## config.mk

```make
export PLATFORM = sky130hd
export DESIGN_NAME = sram_async_ctrl
export DESIGN_NICKNAME = d
export VERILOG_FILES = /design/src/rtl/sram_ctrl_pkg.sv /design/src/rtl/sram_powerup_gate.sv /design/src/rtl/sram_phase_timer.sv /design/src/rtl/sram_async_ctrl.sv
export SDC_FILE = /design/constraint.sdc
export NUM_CORES = 1
export LEC_CHECK = 0
export BUFFER_PORTS_ARGS = -buffer_cell sky130_fd_sc_hd__buf_4
export CAP_MARGIN = 20
export CORE_ASPECT_RATIO = 0.5
export CORE_UTILIZATION = 38
export DETAILED_ROUTE_END_ITERATION = 8
export PLACE_DENSITY = 0.7
export SYNTH_ARGS = -nofsm -noshare
export SYNTH_HDL_FRONTEND = slang
export SYNTH_HIERARCHICAL = 1
export SYNTH_SLANG_ARGS = --single-unit
```

## constraint.sdc

```tcl
create_clock -name clk -period 1.7 [get_ports clk]
set_input_delay 0.34 -clock clk [delete_from_list [all_inputs] [get_ports clk]]
set_output_delay 0.34 -clock clk [all_outputs]
set_load 0.01 [all_outputs]
```

## src/rtl/sram_ctrl_pkg.sv

```systemverilog
package sram_ctrl_pkg;

    typedef enum logic [2:0] {
        ST_POWERUP,
        ST_IDLE,
        ST_READ,
        ST_WR_TURN,
        ST_WR_PULSE,
        ST_WR_HOLD
    } ctrl_state_t;

    // ceiling division, at least one cycle for any nonzero limit
    function automatic int ns_to_cycles(input int t_ns, input int clk_ns);
        int c;
        if (t_ns <= 0) return 0;
        c = (t_ns + clk_ns - 1) / clk_ns;
        return (c < 1) ? 1 : c;
    endfunction

    function automatic int imax(input int a, input int b);
        return (a > b) ? a : b;
    endfunction

endpackage

```

## src/rtl/sram_powerup_gate.sv

```systemverilog
module sram_powerup_gate #(
    parameter int CYCLES = 15000
) (
    input  logic clk,
    input  logic rst_n,
    output logic init_done
);
    localparam int CW = $clog2(CYCLES + 1);

    logic [CW-1:0] cnt_q;

    always_ff @(posedge clk or negedge rst_n) begin
        if (!rst_n) begin
            cnt_q <= CW'(CYCLES);
        end else if (cnt_q != '0) begin
            cnt_q <= cnt_q - 1'b1;
        end
    end

    assign init_done = (cnt_q == '0);

endmodule

```

## src/rtl/sram_phase_timer.sv

```systemverilog
module sram_phase_timer #(
    parameter int WIDTH = 4
) (
    input  logic             clk,
    input  logic             rst_n,
    input  logic             load,
    input  logic [WIDTH-1:0] load_val,
    output logic             last
);
    logic [WIDTH-1:0] cnt_q;

    always_ff @(posedge clk or negedge rst_n) begin
        if (!rst_n) begin
            cnt_q <= '0;
        end else if (load) begin
            cnt_q <= load_val;
        end else if (cnt_q != '0) begin
            cnt_q <= cnt_q - 1'b1;
        end
    end

    assign last = (cnt_q == '0);

endmodule

```

## src/rtl/sram_async_ctrl.sv

```systemverilog
module sram_async_ctrl
    import sram_ctrl_pkg::*;
#(
    parameter int ADDR_W    = 19,
    parameter int DATA_W    = 8,
    parameter int CLK_NS    = 10,
    parameter int T_PU_NS   = 150000,
    parameter int T_RC_NS   = 10,
    parameter int T_AA_NS   = 10,
    parameter int T_PWE_NS  = 8,
    parameter int T_AW_NS   = 8,
    parameter int T_SD_NS   = 6,
    parameter int T_HZOE_NS = 5
) (
    input  logic              clk,
    input  logic              rst_n,
    input  logic              req_valid,
    output logic              req_ready,
    input  logic              req_we,
    input  logic [ADDR_W-1:0] req_addr,
    input  logic [DATA_W-1:0] req_wdata,
    output logic              rd_valid,
    output logic [DATA_W-1:0] rd_data,
    output logic [ADDR_W-1:0] mem_addr,
    output logic              mem_cs_n,
    output logic              mem_oe_n,
    output logic              mem_we_n,
    output logic [DATA_W-1:0] mem_dq_out,
    output logic              mem_dq_oe,
    input  logic [DATA_W-1:0] mem_dq_in
);
    localparam int PU_CYC   = imax(ns_to_cycles(T_PU_NS, CLK_NS), 1);
    localparam int ACC_CYC  = imax(imax(ns_to_cycles(T_AA_NS, CLK_NS),
                                        ns_to_cycles(T_RC_NS, CLK_NS)), 1);
    localparam int WR_CYC   = imax(imax(ns_to_cycles(T_PWE_NS, CLK_NS),
                                        ns_to_cycles(T_SD_NS, CLK_NS)),
                                   imax(ns_to_cycles(T_AW_NS, CLK_NS), 1));
    localparam int TURN_CYC = imax(ns_to_cycles(T_HZOE_NS, CLK_NS), 1);
    localparam int TMR_MAX  = imax(imax(ACC_CYC, WR_CYC), TURN_CYC);
    localparam int TMR_W    = $clog2(TMR_MAX + 1);

    ctrl_state_t       state_q, state_d;
    logic              pu_done;
    logic              tmr_load;
    logic [TMR_W-1:0]  tmr_val;
    logic              tmr_last;
    logic              accept;
    logic [ADDR_W-1:0] addr_q;
    logic [DATA_W-1:0] wdata_q;
    logic              we_q;
    logic [DATA_W-1:0] rd_data_q;
    logic              rd_valid_q;

    sram_powerup_gate #(.CYCLES(PU_CYC)) i_pu_gate (
        .clk       (clk),
        .rst_n     (rst_n),
        .init_done (pu_done)
    );

    sram_phase_timer #(.WIDTH(TMR_W)) i_phase_tmr (
        .clk      (clk),
        .rst_n    (rst_n),
        .load     (tmr_load),
        .load_val (tmr_val),
        .last     (tmr_last)
    );

    assign accept = req_valid && req_ready;

    // state register
    always_ff @(posedge clk or negedge rst_n) begin
        if (!rst_n) begin
            state_q <= ST_POWERUP;
        end else begin
            state_q <= state_d;
        end
    end

    // next state and phase timer loading
    always_comb begin
        state_d  = state_q;
        tmr_load = 1'b0;
        tmr_val  = '0;
        unique case (state_q)
            ST_POWERUP: if (pu_done) state_d = ST_IDLE;
            ST_IDLE: begin
                if (accept) begin
                    tmr_load = 1'b1;
                    if (req_we) begin
                        state_d = ST_WR_TURN;
                        tmr_val = TMR_W'(TURN_CYC - 1);
                    end else begin
                        state_d = ST_READ;
                        tmr_val = TMR_W'(ACC_CYC - 1);
                    end
                end
            end
            ST_READ:    if (tmr_last) state_d = ST_IDLE;
            ST_WR_TURN: begin
                if (tmr_last) begin
                    state_d  = ST_WR_PULSE;
                    tmr_load = 1'b1;
                    tmr_val  = TMR_W'(WR_CYC - 1);
                end
            end
            ST_WR_PULSE: if (tmr_last) state_d = ST_WR_HOLD;
            ST_WR_HOLD:  state_d = ST_IDLE;
            default:     state_d = ST_POWERUP;
        endcase
    end

    // request capture and read return
    always_ff @(posedge clk or negedge rst_n) begin
        if (!rst_n) begin
            addr_q     <= '0;
            wdata_q    <= '0;
            we_q       <= 1'b0;
            rd_data_q  <= '0;
            rd_valid_q <= 1'b0;
        end else begin
            rd_valid_q <= 1'b0;
            if (accept) begin
                addr_q  <= req_addr;
                wdata_q <= req_wdata;
                we_q    <= req_we;
            end
            if (state_q == ST_READ && tmr_last && !we_q) begin
                rd_data_q  <= mem_dq_in;
                rd_valid_q <= 1'b1;
            end
        end
    end

    // pin decode
    always_comb begin
        req_ready = 1'b0;
        mem_cs_n  = 1'b1;
        mem_oe_n  = 1'b1;
        mem_we_n  = 1'b1;
        mem_dq_oe = 1'b0;
        unique case (state_q)
            ST_POWERUP:  ;
            ST_IDLE:     req_ready = 1'b1;
            ST_READ: begin
                mem_cs_n = 1'b0;
                mem_oe_n = 1'b0;
            end
            ST_WR_TURN:  ;
            ST_WR_PULSE: begin
                mem_cs_n  = 1'b0;
                mem_we_n  = 1'b0;
                mem_dq_oe = 1'b1;
            end
            ST_WR_HOLD:  mem_dq_oe = 1'b1;
            default:     ;
        endcase
    end

    assign mem_addr   = addr_q;
    assign mem_dq_out = wdata_q;
    assign rd_data    = rd_data_q;
    assign rd_valid   = rd_valid_q;

    // nothing reaches the memory before initialisation ends
    a_r1_hold_off: assert property (@(posedge clk) disable iff (!rst_n)
        !pu_done |-> (mem_cs_n && !req_ready));

    // write strobe only with chip select, outputs off, drivers on
    a_r3_write_shape: assert property (@(posedge clk) disable iff (!rst_n)
        !mem_we_n |-> (!mem_cs_n && mem_oe_n && mem_dq_oe));

    // read marker is a single-cycle pulse
    a_r4_rd_pulse: assert property (@(posedge clk) disable iff (!rst_n)
        rd_valid |=> !rd_valid);

    // drivers switch on only after output enable has been off
    a_r5_turnaround: assert property (@(posedge clk) disable iff (!rst_n)
        $rose(mem_dq_oe) |-> (mem_oe_n && $past(mem_oe_n)));

    // output enable falls only with drivers already released
    a_r5_release: assert property (@(posedge clk) disable iff (!rst_n)
        $fell(mem_oe_n) |-> (!mem_dq_oe && !$past(mem_dq_oe)));

    // address steady while selected
    a_r6_addr_hold: assert property (@(posedge clk) disable iff (!rst_n)
        (!mem_cs_n && $past(!mem_cs_n)) |-> $stable(mem_addr));

    // ready only in standby
    a_r7_standby: assert property (@(posedge clk) disable iff (!rst_n)
        req_ready |-> (mem_cs_n && !mem_dq_oe));

    // data still driven the cycle the strobes rise
    a_r9_data_hold: assert property (@(posedge clk) disable iff (!rst_n)
        $rose(mem_we_n) |-> (mem_cs_n && mem_dq_oe && $stable(mem_dq_out)));

endmodule

```

==> summary.md <==
| Metric | Value |
|---|---|
| Startpoint types | flip-flop |
| Worst Setup SP | i_pu_gate/cnt_q[0]$_DFFE_PN0N_ |
| Top FF cell, synth | dfrtp_1 |
| Gr ovfl total | 0 |
| RD Place Congestion | 0.818 |
| Via-to-Cell Ratio | 4.66 |
| Vias | about 1700 |
| RSZ-0062 raised after global routing | yes |
| Clk sinks | 55 |
| Status | finished with violations |
| Max VDD drop | approximately 0.0009 V |
| P_leak | 1.66 nW |
| Nets | between 300 and 400 |
| Initial antenna violation count | 0 |
| DP Worst Slack | -41.5 ps |
| Fin crit share | 105% |
| Worst-case clock buffer depth | 2 |
| Initial Util | 41.3% |
| I/O Pins | 80 |
| Post-synthesis average cell area | 14.2 µm² |
| Maximum clock frequency | 0.560 GHz |
| Mapped Cells | 168 |
| Hold buffer count at cts | 0 |
| CORE AREA | 5750 µm² |
| Die X-Extent | 114 µm |
| Crit path time final | approximately 1800 ps |
| Antenna Nets Post-Route | 0 |
| Synth warnings | 6 |
| TritonCTS buffer count | 5 |
| Worst rel slew slack | 55.0% |
| Fillers | 465 |
| Final cell count without fillers | 358 |
| Post-Syn Area | about 2400 µm² |
| Die height | 57.9 µm |
| Worst setup margin | -84.5 ps |
| Vias in the first global route | 1693 |
| Initial DRC Count | 56 |
| Type of the worst setup path | flip-flop to flip-flop |
| Clock-pin slew of the registers on the worst-case setup and hold paths | approximately 70 ps |
| Layout area overhead | 44.7% |
| Fin. Hold Viols | 0 |
| Layout cell share with drive strength beyond 1 | about two thirds |
| Reg2Reg Launch Point | i_pu_gate/cnt_q[0]$_DFFE_PN0N_ |
| DR DRC count | 0 |
| Most frequent cells in the layout | buf_4 (101), dfrtp_1 (47), mux2_2 (38) |
| Crit. End Element | flip-flop |
| Worst Skew | 4.88 ps |
| Final setup violation count | 10 |
| Syn_nets | 208 |
| Critical path arrival | 2010 ps |
| Rows | 19 |
| Drt first pass iters | 4 |
| Critical Path RT | ~1900 ps |
| Largest net degree at the start of global routing | 56 |
| CTS tree | yes |
| DPL Wire Length | 3500 µm |
| Avg WL per Cell | around 14 µm |
| Reg2Reg Depth | 9 |
| EDFF count, synth | 0 |
| Overall Power | between 5 and 6 mW |
| WL final | 5010 µm |
| Max Slew Vio Count | 0 |
| Final Util | approximately three fifths |
| Synth cell types | 39 |
| FF-to-FF setup slack | -80 ps |
| Total track usage | 16.2% |
| R2r endpoint | i_pu_gate/cnt_q[4]$_DFFE_PN1N_ |
| Fraction of registers with async set/reset | 100% |
| Pwr dens | 1570 nW/µm² |
| # diodes | 0 |
| First-pass GRT wire length | about 8000 µm |
| Sequential fraction of the synthesis area | 58.3% |
| Clk_lat worst skew | 290 ps |
| I/O Buffers | 79 |
| Cells after DPL | 340 |
| Commonest non-fill, non-tap cell in the layout | buf_4 |
| Largest fanout on the critical path | 8 |
| Min-Delay Path Class | input pin to async pin |
| Clock root buffer | clkbuf_16 |
| Failing checks | negative setup slack |
| Die area | about 6600 µm² |
| MaxCap Viol Count | 0 |
| CTS H-tree depth | 2 |
| Slew of the pin with the lowest slew margin | 675 ps |
| Synth Register Bits | 55 |
critical path, cell delays in order (launching register included):
cell	delay, ps
dfrtp_1	410
inv_2	90
ha_4	130
or3b_4	380
nand4b_4	200
clkinv_4	120
buf_4	120
buf_6	90
nor3_1	40
a21o_1	150
worst max path at each step:
stage	endpoint	slack, ps	depth (start not counted)
finish	i_pu_gate/cnt_q[4]$_DFFE_PN1N_	-80	9
global route	state_q[0]$_DFFE_PN0P_	-180	8
CTS	state_q[0]$_DFFE_PN0P_	-30	8
detailed placement	state_q[0]$_DFFE_PN0P_	-40	8
global placement	state_q[0]$_DFFE_PN0P_	9	8
floorplan	state_q[0]$_DFFE_PN0P_	-70	8
metrics by stage:
step                setup TNS (ps)  cell area [µm²]  hold slack (ps)
global placement                 0             3130              417
floorplan                    -99.5             2380             44.4
CTS                          -80.9             3350              118
finish                        -279             3440             94.5
global route                 -1360             3440              156
detailed placement           -68.0             3130              426
metal layers:
metal	vias up	share of wire, %	GRT usage [%]
li1	792	-	-
met1	845	43	20.0
met2	26	53	29.4
met3	4	2.8	3.45
met4	0	0.84	4.45
met5	-	0	0
sequential cells by signal (all words and copies together) (netlist names):
register,flops
mem_dq_out,8
mem_addr,19
i_pu_gate/cnt_q,14
rd_data,8
rd_valid,1
we_q,1
i_phase_tmr/cnt_q,1
state_q,3
power breakdown:
| part | switching, mW | total [mW] | internal [mW] |
|---|---|---|---|
| Clock | 0.436 | 1.17 | 0.732 |
| Combinational | 0.857 | 2.14 | 1.28 |
| Sequential | 0.309 | 2.11 | 1.80 |
repair_timing:
| item | 4_1_cts | 5_1_grt |
|---|---|---|
| gates resized for setup | 3 | 11 |
| pin swaps | 0 | 3 |
| setup endpoints to repair | 4 | 16 |
| setup buffers | 4 | 6 |
cells in the mapped netlist, types with 2 or more instances:
| cell | n | area, µm² |
|---|---|---|
| a21oi_1 | 3 | 15.0 |
| xnor2_1 | 5 | 43.8 |
| nor3_1 | 4 | 20.0 |
| nand2b_1 | 5 | 31.3 |
| dfrtp_1 | 48 | 1200 |
| buf_4 | 2 | 15.0 |
| a21o_1 | 2 | 15.0 |
| mux2_2 | 38 | 428 |
| nand4_1 | 3 | 18.8 |
| o21ai_0 | 2 | 10.0 |
| inv_1 | 5 | 18.8 |
| dfstp_2 | 7 | 184 |
| nand2_1 | 3 | 11.3 |
| nor2_1 | 9 | 33.8 |
| xor2_1 | 6 | 52.6 |
| nor4_2 | 3 | 37.5 |
cell type report:
cell class              count  area (µm²)  area share [%]
multi-input cells         102         966            28.1
clock inverters             2        35.0            1.02
clock buffers               6         139            4.04
well taps                  84         105            3.06
flip-flops and latches     55        1390            40.3
repair buffers            103         781            22.7
inverters                   6        27.5           0.800
kinds of logic after synthesis:
| group | Yosys count | share of synthesized area (%) |
|---|---|---|
| DFF | 55 | 58.3 |
| and+or+nand+nor | 41 | 12.9 |
| muxes | 38 | 18.0 |
| xor gates and xnor gates | 11 | 4.05 |
| buffers and inverters | 11 | 3.37 |
| AOI/OAI and AO/OA | 10 | 2.68 |
| adders and majority gates | 1 | 0.526 |
| other | 1 | 0.158 |
(Power assumes the default switching activity.)
